<file path="src/rtl/i2c_regif_pkg.sv">
package i2c_regif_pkg;

  typedef enum logic [3:0] {
    PH_IDLE,
    PH_DEV,
    PH_DEVACK,
    PH_PTR,
    PH_PTRACK,
    PH_WR,
    PH_WRACK,
    PH_RD,
    PH_RDACK
  } phase_t;

  function automatic logic [7:0] cfg_default(input int unsigned idx);
    return 8'((idx * 37 + 5) % 256);
  endfunction

endpackage

</file>
<file path="src/rtl/i2c_line_sync.sv">
module i2c_line_sync #(
  parameter int STAGES = 2
) (
  input  logic clk,
  input  logic rst_n,
  input  logic line_i,
  output logic level_o,
  output logic rise_o,
  output logic fall_o
);
  logic [STAGES-1:0] chain;
  logic              last;

  always_ff @(posedge clk) begin
    if (!rst_n) begin
      chain <= '1;
      last  <= 1'b1;
    end else begin
      chain <= {chain[STAGES-2:0], line_i};
      last  <= chain[STAGES-1];
    end
  end

  assign level_o = chain[STAGES-1];
  assign rise_o  = chain[STAGES-1] & ~last;
  assign fall_o  = ~chain[STAGES-1] & last;
endmodule

</file>
<file path="src/rtl/i2c_cfg_bank.sv">
module i2c_cfg_bank
  import i2c_regif_pkg::*;
#(
  parameter int NREG   = 16,
  parameter int ADDR_W = 8
) (
  input  logic              clk,
  input  logic              rst_n,
  input  logic              we,
  input  logic [ADDR_W-1:0] waddr,
  input  logic [7:0]        wdata,
  input  logic [ADDR_W-1:0] raddr,
  output logic [7:0]        rdata,
  output logic [NREG*8-1:0] cfg_flat
);
  localparam int IDX_W = (NREG > 1) ? $clog2(NREG) : 1;

  logic [7:0] mem [NREG];

  for (genvar g = 0; g < NREG; g++) begin : g_reg
    always_ff @(posedge clk) begin
      if (!rst_n)
        mem[g] <= cfg_default(g);
      else if (we && waddr == ADDR_W'(g))
        mem[g] <= wdata;
    end
    assign cfg_flat[g*8 +: 8] = mem[g];
  end

  always_comb begin
    if (32'(raddr) < NREG)
      rdata = mem[raddr[IDX_W-1:0]];
    else
      rdata = 8'h00;
  end
endmodule

</file>
<file path="src/rtl/i2c_slave_fsm.sv">
module i2c_slave_fsm
  import i2c_regif_pkg::*;
#(
  parameter int ADDR_W = 8
) (
  input  logic              clk,
  input  logic              rst_n,
  input  logic              scl,
  input  logic              scl_rise,
  input  logic              scl_fall,
  input  logic              sda,
  input  logic              sda_rise,
  input  logic              sda_fall,
  input  logic [6:0]        dev_addr,
  input  logic [7:0]        rd_data,
  output logic [ADDR_W-1:0] ptr_o,
  output logic              we_o,
  output logic [7:0]        wdata_o,
  output logic              start_o,
  output logic              sda_oe_o
);
  phase_t            ph;
  logic [2:0]        cnt;
  logic [7:0]        rx;
  logic [7:0]        tx;
  logic              got;
  logic              rw;
  logic              mack;
  logic              oe;
  logic [ADDR_W-1:0] ptr;
  logic              start_evt;
  logic              stop_evt;

  assign start_evt = scl & sda_fall;
  assign stop_evt  = scl & sda_rise;

  assign we_o     = (ph == PH_WR) && scl_fall && got && !start_evt && !stop_evt;
  assign wdata_o  = rx;
  assign ptr_o    = ptr;
  assign start_o  = start_evt;
  assign sda_oe_o = oe;

  always_ff @(posedge clk) begin
    if (!rst_n) begin
      ph   <= PH_IDLE;
      cnt  <= '0;
      rx   <= '0;
      tx   <= '0;
      got  <= 1'b0;
      rw   <= 1'b0;
      mack <= 1'b0;
      oe   <= 1'b0;
      ptr  <= '0;
    end else if (start_evt) begin
      ph  <= PH_DEV;
      cnt <= '0;
      got <= 1'b0;
      oe  <= 1'b0;
    end else if (stop_evt) begin
      ph  <= PH_IDLE;
      got <= 1'b0;
      oe  <= 1'b0;
    end else begin
      case (ph)
        PH_DEV, PH_PTR, PH_WR: begin
          if (scl_rise) begin
            rx  <= {rx[6:0], sda};
            cnt <= 3'(cnt + 3'd1);
            if (cnt == 3'd7) got <= 1'b1;
          end else if (scl_fall && got) begin
            got <= 1'b0;
            if (ph == PH_DEV) begin
              if (rx[7:1] == dev_addr) begin
                rw <= rx[0];
                oe <= 1'b1;
                ph <= PH_DEVACK;
              end else begin
                ph <= PH_IDLE;
              end
            end else if (ph == PH_PTR) begin
              ptr <= rx[ADDR_W-1:0];
              oe  <= 1'b1;
              ph  <= PH_PTRACK;
            end else begin
              ptr <= ptr + 1'b1;
              oe  <= 1'b1;
              ph  <= PH_WRACK;
            end
          end
        end
        PH_DEVACK: begin
          if (scl_fall) begin
            cnt <= '0;
            if (rw) begin
              tx <= rd_data;
              oe <= ~rd_data[7];
              ph <= PH_RD;
            end else begin
              oe <= 1'b0;
              ph <= PH_PTR;
            end
          end
        end
        PH_PTRACK, PH_WRACK: begin
          if (scl_fall) begin
            oe  <= 1'b0;
            cnt <= '0;
            ph  <= PH_WR;
          end
        end
        PH_RD: begin
          if (scl_fall) begin
            if (cnt == 3'd7) begin
              oe  <= 1'b0;
              ptr <= ptr + 1'b1;
              ph  <= PH_RDACK;
            end else begin
              tx  <= {tx[6:0], 1'b0};
              oe  <= ~tx[6];
              cnt <= 3'(cnt + 3'd1);
            end
          end
        end
        PH_RDACK: begin
          if (scl_rise) begin
            mack <= ~sda;
          end else if (scl_fall) begin
            if (mack) begin
              tx  <= rd_data;
              oe  <= ~rd_data[7];
              cnt <= '0;
              ph  <= PH_RD;
            end else begin
              ph <= PH_IDLE;
            end
          end
        end
        default: ph <= PH_IDLE;
      endcase
    end
  end
endmodule

</file>
<file path="src/rtl/i2c_reg_slave.sv">
module i2c_reg_slave #(
  parameter int         NREG        = 16,
  parameter int         ADDR_W      = 8,
  parameter int         SYNC_STAGES = 2,
  parameter logic [6:0] DEV_BASE    = 7'b0011000
) (
  input  logic              clk,
  input  logic              rst_n,
  input  logic              addr_sel,
  input  logic              scl_i,
  input  logic              sda_i,
  output logic              sda_oe,
  output logic [NREG*8-1:0] cfg_flat
);
  logic              scl_lvl, scl_rise, scl_fall;
  logic              sda_lvl, sda_rise, sda_fall;
  logic [6:0]        dev_addr;
  logic [ADDR_W-1:0] ptr;
  logic              bank_we;
  logic [7:0]        bank_wdata;
  logic [7:0]        bank_rdata;
  logic              start_evt;

  assign dev_addr = DEV_BASE | {6'b0, addr_sel};

  i2c_line_sync #(.STAGES(SYNC_STAGES)) u_scl (
    .clk(clk), .rst_n(rst_n), .line_i(scl_i),
    .level_o(scl_lvl), .rise_o(scl_rise), .fall_o(scl_fall)
  );

  i2c_line_sync #(.STAGES(SYNC_STAGES)) u_sda (
    .clk(clk), .rst_n(rst_n), .line_i(sda_i),
    .level_o(sda_lvl), .rise_o(sda_rise), .fall_o(sda_fall)
  );

  i2c_slave_fsm #(.ADDR_W(ADDR_W)) u_fsm (
    .clk(clk), .rst_n(rst_n),
    .scl(scl_lvl), .scl_rise(scl_rise), .scl_fall(scl_fall),
    .sda(sda_lvl), .sda_rise(sda_rise), .sda_fall(sda_fall),
    .dev_addr(dev_addr), .rd_data(bank_rdata),
    .ptr_o(ptr), .we_o(bank_we), .wdata_o(bank_wdata),
    .start_o(start_evt), .sda_oe_o(sda_oe)
  );

  i2c_cfg_bank #(.NREG(NREG), .ADDR_W(ADDR_W)) u_bank (
    .clk(clk), .rst_n(rst_n),
    .we(bank_we), .waddr(ptr), .wdata(bank_wdata),
    .raddr(ptr), .rdata(bank_rdata), .cfg_flat(cfg_flat)
  );
endmodule

</file>
<file path="config.mk">
export PLATFORM = sky130hd
export DESIGN_NAME = i2c_reg_slave
export DESIGN_NICKNAME = d
export VERILOG_FILES = /design/src/rtl/i2c_regif_pkg.sv /design/src/rtl/i2c_line_sync.sv /design/src/rtl/i2c_cfg_bank.sv /design/src/rtl/i2c_slave_fsm.sv /design/src/rtl/i2c_reg_slave.sv
export SDC_FILE = /design/constraint.sdc
export NUM_CORES = 1
export LEC_CHECK = 0
export ABC_AREA = 1
export BUFFER_PORTS_ARGS = -buffer_cell sky130_fd_sc_hd__buf_2
export CAP_MARGIN = 20
export CORE_MARGIN = 4
export CORE_UTILIZATION = 58
export CTS_BUF_LIST = sky130_fd_sc_hd__clkbuf_4 sky130_fd_sc_hd__clkbuf_8
export DETAILED_ROUTE_END_ITERATION = 6
export GPL_ROUTABILITY_DRIVEN = 0
export PLACE_DENSITY = 0.81
export SLEW_MARGIN = 5
export SYNTH_ARGS = -nofsm -noshare
export SYNTH_HDL_FRONTEND = slang
export SYNTH_SLANG_ARGS = --single-unit
export TNS_END_PERCENT = 5
</file>
<file path="constraint.sdc">
create_clock -name clk -period 5.6 [get_ports clk]
set_clock_uncertainty 0.15 [all_clocks]
set_input_delay 0.28 -clock clk [delete_from_list [all_inputs] [get_ports clk]]
set_output_delay 0.28 -clock clk [all_outputs]
set_load 0.01 [all_outputs]
</file>
-- Word-level counts from Yosys, hierarchy flattened
Memories as Yosys holds them, arrays and structs flattened. A register that Yosys moved wholly into a read port is not among the register bits.
Cells that the tools add are included.
- eq/ne operators: 49
- $add $sub $neg: 2
- mux-type cells: 123
- order comparisons: 1
- bitwise operators: 32
- reduce and logical (&&, ||, !) cells: 44
- operator list (cell ; count):
    $mux W8 ; 23
    $mux W1 ; 66
    $eq A8 B4 Y1 const B ; 8
    $mux W7 ; 7
    $mux W4 ; 11
    $eq A8 B3 Y1 const B ; 4
    $mux W3 ; 9
    $ne A4 B1 Y1 const B ; 6
    $reduce_and A8 Y1 ; 3
    $logic_and A1 B1 Y1 ; 21
    $pmux W7 S3 ; 1
    $ne A2 B1 Y1 const B ; 10
    $pmux W4 S5 ; 1
    $reduce_and A10 Y1 ; 2
    $eq A4 B3 Y1 const B ; 4
    $eq A8 B2 Y1 const B ; 2
    $or A1 B1 Y1 ; 16
    $pmux W8 S2 ; 1
    $pmux W3 S4 ; 1
    $ne A2 B2 Y1 const B ; 5
    $not A1 Y1 ; 10
    $reduce_and A9 Y1 ; 1
    $reduce_or A3 Y1 ; 3
    $add A8 B1 Y8 const B ; 1
    23 further kinds ; 35
- output and inout port bits: 129
- register bits after elaboration: 40
- bits in writable memories: 128
- memories kept: 1
- bits of input ports: 5
- memory list (memory ; words ; bits a word ; rd ports ; clocked after memory_dff ; write ports ; line ; source):
    u_bank.mem ; 16 ; 8 ; 17 ; 1 ; 16 ; i2c_cfg_bank.sv:18 ; logic [7:0] mem [NREG];

-- Depth between registers and ports, before layout
- depth in word-level cells: 11
- gate-level depth with buffers: 13
- mapped depth without buffers: 12

-- Cells and area by module
A second synthesis with hierarchy kept.
- cells, all modules: 1102
- area total of the unflattened synthesis: 8729.6 um^2
- modules (own cells, without submodules) (module ; seq. area each (um^2) ; cells each ; area an instance (um^2) ; instances):
    i2c_cfg_bank ; 3843.7 ; 738 ; 6384.9 ; 1
    i2c_slave_fsm ; 680.7 ; 338 ; 2149.6 ; 1
    i2c_line_sync ; 60.1 ; 12 ; 93.8 ; 2
    i2c_reg_slave ; 0.0 ; 2 ; 7.5 ; 1

-- Worst setup path after synthesis
No wires, ideal clock.
- path kind: reg-to-reg
- start: reg u_scl.chain[1]
- end: mem u_bank.mem[7][0] (enable)
- path slack: 3.502 ns
- stages on the path, launching flop included: 8
- period minus slack after synthesis: 2.098 ns
- data required time: 5.066 ns
- arrival: 1.564 ns
- cells stage by stage: dfxtp_1 > inv_2 > nand2_4 > nor2_4 > nand2_2 > nor2_1 > inv_2 > o21ai_0
- RTL lines (what ; line ; source):
    start: declaration ; i2c_line_sync.sv:11 ; logic [STAGES-1:0] chain;
    start signal: assignment ; i2c_line_sync.sv:19 ; chain <= {chain[STAGES-2:0], line_i};
    end: declaration ; i2c_cfg_bank.sv:18 ;

==> flow_summary.ini <==
[floorplan]
die_x_um = 129
die_area_um2 = 16500
rows = 43
core_area_um2 = 14000
initial_utilization_pct = 60.1
die_h_um = 129
io_pins = 134

[logic_synthesis]
synth_seq_area_share_pct = 56.0
syn_inst = 978
synth_seq_cells = 172
synth_top_area_cell = edfxtp_1
ys_warn_count = 0
syn_avg_cell_area_um2 = 8.63
synth.distinct_cells = 35
synthesis.area_um2 = 8440
synth.area.top_cells = edfxtp_1 (46%), dfxtp_1 (10%), nor2_1 (9.7%), nand2_1 (8.0%), o21ai_0 (5.6%)
synth_nets = 989
netlist.area_leader.share_pct = 45.5

[route]
ant_nets = 0
viasPerCell = 5.97
drc = 0
vias = 7702
drt_iter0_drc = 1166
routedWlPerCell_um = 19.6
dr.pass1.iters = 6
routed_wl_um = 25300

[layout]
syn2layout_area_growth_pct = 14.2
drive_above_1_share_pct = 21.3
antenna_cells = 0
nets = 1108
fillers = 1098

[global_routing]
antenna_found_initial = 0
grt_pass1_wl_um = 38000
grt_max_degree = 68
track_usage_pct = 30.3
grt_pass1_vias = 6899
grt_overflow_total = 0

[timing]
slew_violations = 0
fin_crit_sh_pct = 52.2
setup_violations = 0
finalHoldViolations = 0
tns_ns = 0
fmax_ghz = 0.342
slew_headroom_pct = 28.7
rsz0062_at_grt = false
hold_ws_ns = 0.105
period_needed_ns = 2.92
tightest_slew_ns = 1.06

[setup_path]
worstSetupPathType = reg -> reg
critPathArrivalTime_ns = 3.16
end_kind = flop
cp_max_fo = 24
start_kind = flop
critical_path_required_ns = 5.84

[flow_run]
cap_violations = 0

[power]
power.density_nw_per_um2 = 331
p_leak_nw = 3.56
vdd_drop_max_v = 0.000183

[min_path]
worstHoldPathType = in -> reg

[clock_tree]
numCtsBuffers = 17
hold_buffers = 2
clk-insertion-delay-late_ns = 0.47
clk_pin_slew_ns = 0.09
ctsResizeCount = 0
clockRootBuffer = clkbuf_8
cts.sinks = 172
clockBufferDepth = 2
h-tree-depth = 4
cts_setup_buffers = 0
cts_tree = yes

[status]
status = completed

[placement]
numPortBuffers = 133
hpwl_um = 17400
## where the power goes
group	switching, W	internal, W
clock	0.000462	0.000519
sequential	0.0000796	0.00143
combinational	0.000484	0.000218
## critical path, stage by stage (launching register included)
cell,delay (ns)
dfxtp_1,1.00
inv_1,0.55
buf_4,0.38
nor2_1,0.14
o21ai_0,0.10
nand3_1,0.13
nand3_1,0.11
nand2_1,0.08
nand2_1,0.05
a21oi_1,0.15
## per-layer routing
| layer | GRT usage [%] | up-vias | wire length, µm |
|---|---|---|---|
| met4 | 14.6 | 0 | 1190 |
| met3 | 6.02 | 107 | 3250 |
| met2 | 48.0 | 593 | 11700 |
| met1 | 40.5 | 3544 | 9180 |
| li1 | - | 3458 | - |
| met5 | 0 | - | 0 |
## path summary, 6_finish.rpt
check | from | endpoint | slack [ns] | cells past startpoint
max | flop | u_fsm.tx[0]$_SDFFE_PN0P_ | 2.68 | 9
min | addr_sel | u_fsm.rw$_SDFFE_PN0P_ | 0.10 | 6
max reg2reg | flop | u_fsm.tx[0]$_SDFFE_PN0P_ | 2.68 | 9
min reg2reg | u_sda.chain[0]$_SDFF_PN1_ | u_sda.chain[1]$_SDFF_PN1_ | 0.27 | 1
## kinds of logic (layout without fill, tap and decap cells)
kind of cell,Yosys count,in the layout,share of synthesized area (%)
AO/OA/AOI/OAI,155,155,9.70
AND/OR/NAND/NOR,507,507,26.7
adder cells (fa/ha/maj),6,6,0.890
flip-flops,172,172,56.0
buffers and inverters,137,269,6.60
XOR/XNOR,1,1,0.104
## metrics by stage
| stage | worst slack, ns | cell area (µm²) | util (%) | std cells | power [W] |
|---|---|---|---|---|---|
| after floorplan | 3.50 | 8440 | - | 978 | 0.00204 |
| after global placement | 2.93 | 9150 | 65.2 | 1251 | 0.00219 |
| after detailed placement | 2.80 | 9160 | 65.2 | 1252 | 0.00221 |
| after CTS | 2.79 | 9620 | 68.5 | 1286 | 0.00316 |
| after global routing | 2.38 | 9640 | 68.7 | 1290 | 0.00332 |
| final | 2.68 | 9640 | 68.7 | 1290 | 0.00319 |
## sequential cells by signal, summed over array words and instances, names as in the netlist, named ones only
name            cells
u_bank.mem        128
u_fsm.ptr_o         8
u_fsm.wdata_o       8
u_fsm.tx            7
u_fsm.ph            4
u_fsm.cnt           3
u_scl.chain         2
u_sda.chain         2
u_fsm.got           1
u_fsm.mack          1
u_fsm.rw            1
u_fsm.sda_oe_o      1
u_scl.last          1
u_sda.last          1
## cell type report
class	instances	area, µm²	area share (%)
Clock inverter	10	168	1.74
Timing Repair Buffer	143	733	7.61
Tap cell	180	225	2.34
Multi-Input combinational cell	669	3160	32.8
Sequential cell	172	4730	49.0
Clock buffer	22	278	2.88
Inverter	94	353	3.66
## cell usage in the layout, fill, tap and decap left out, drive strengths merged, types with 6 or more instances in the layout
master	instances
dfxtp	44
ha	6
buf	140
nor3	13
clkbuf	23
nand4	6
a21oi	36
o21ai	103
nand3	61
nand2	193
clkinv	10
o211ai	11
edfxtp	128
nor2	229
inv	86
## cell usage after synthesis, drive strengths merged
cell and n:
or2 4, nor3 13, inv 86, o211ai 11
xnor2 1, nand2 193, o21bai 2, nor2 229
nand4 6, buf 16, edfxtp 128, dfxtp 44
ha 6, o21ai 103, clkinv 8, nand3 61
nand3b 1, clkbuf 27, a21oi 36, o22ai 1
a211oi 2
No activity file was read; power rests on OpenSTA's default activity.
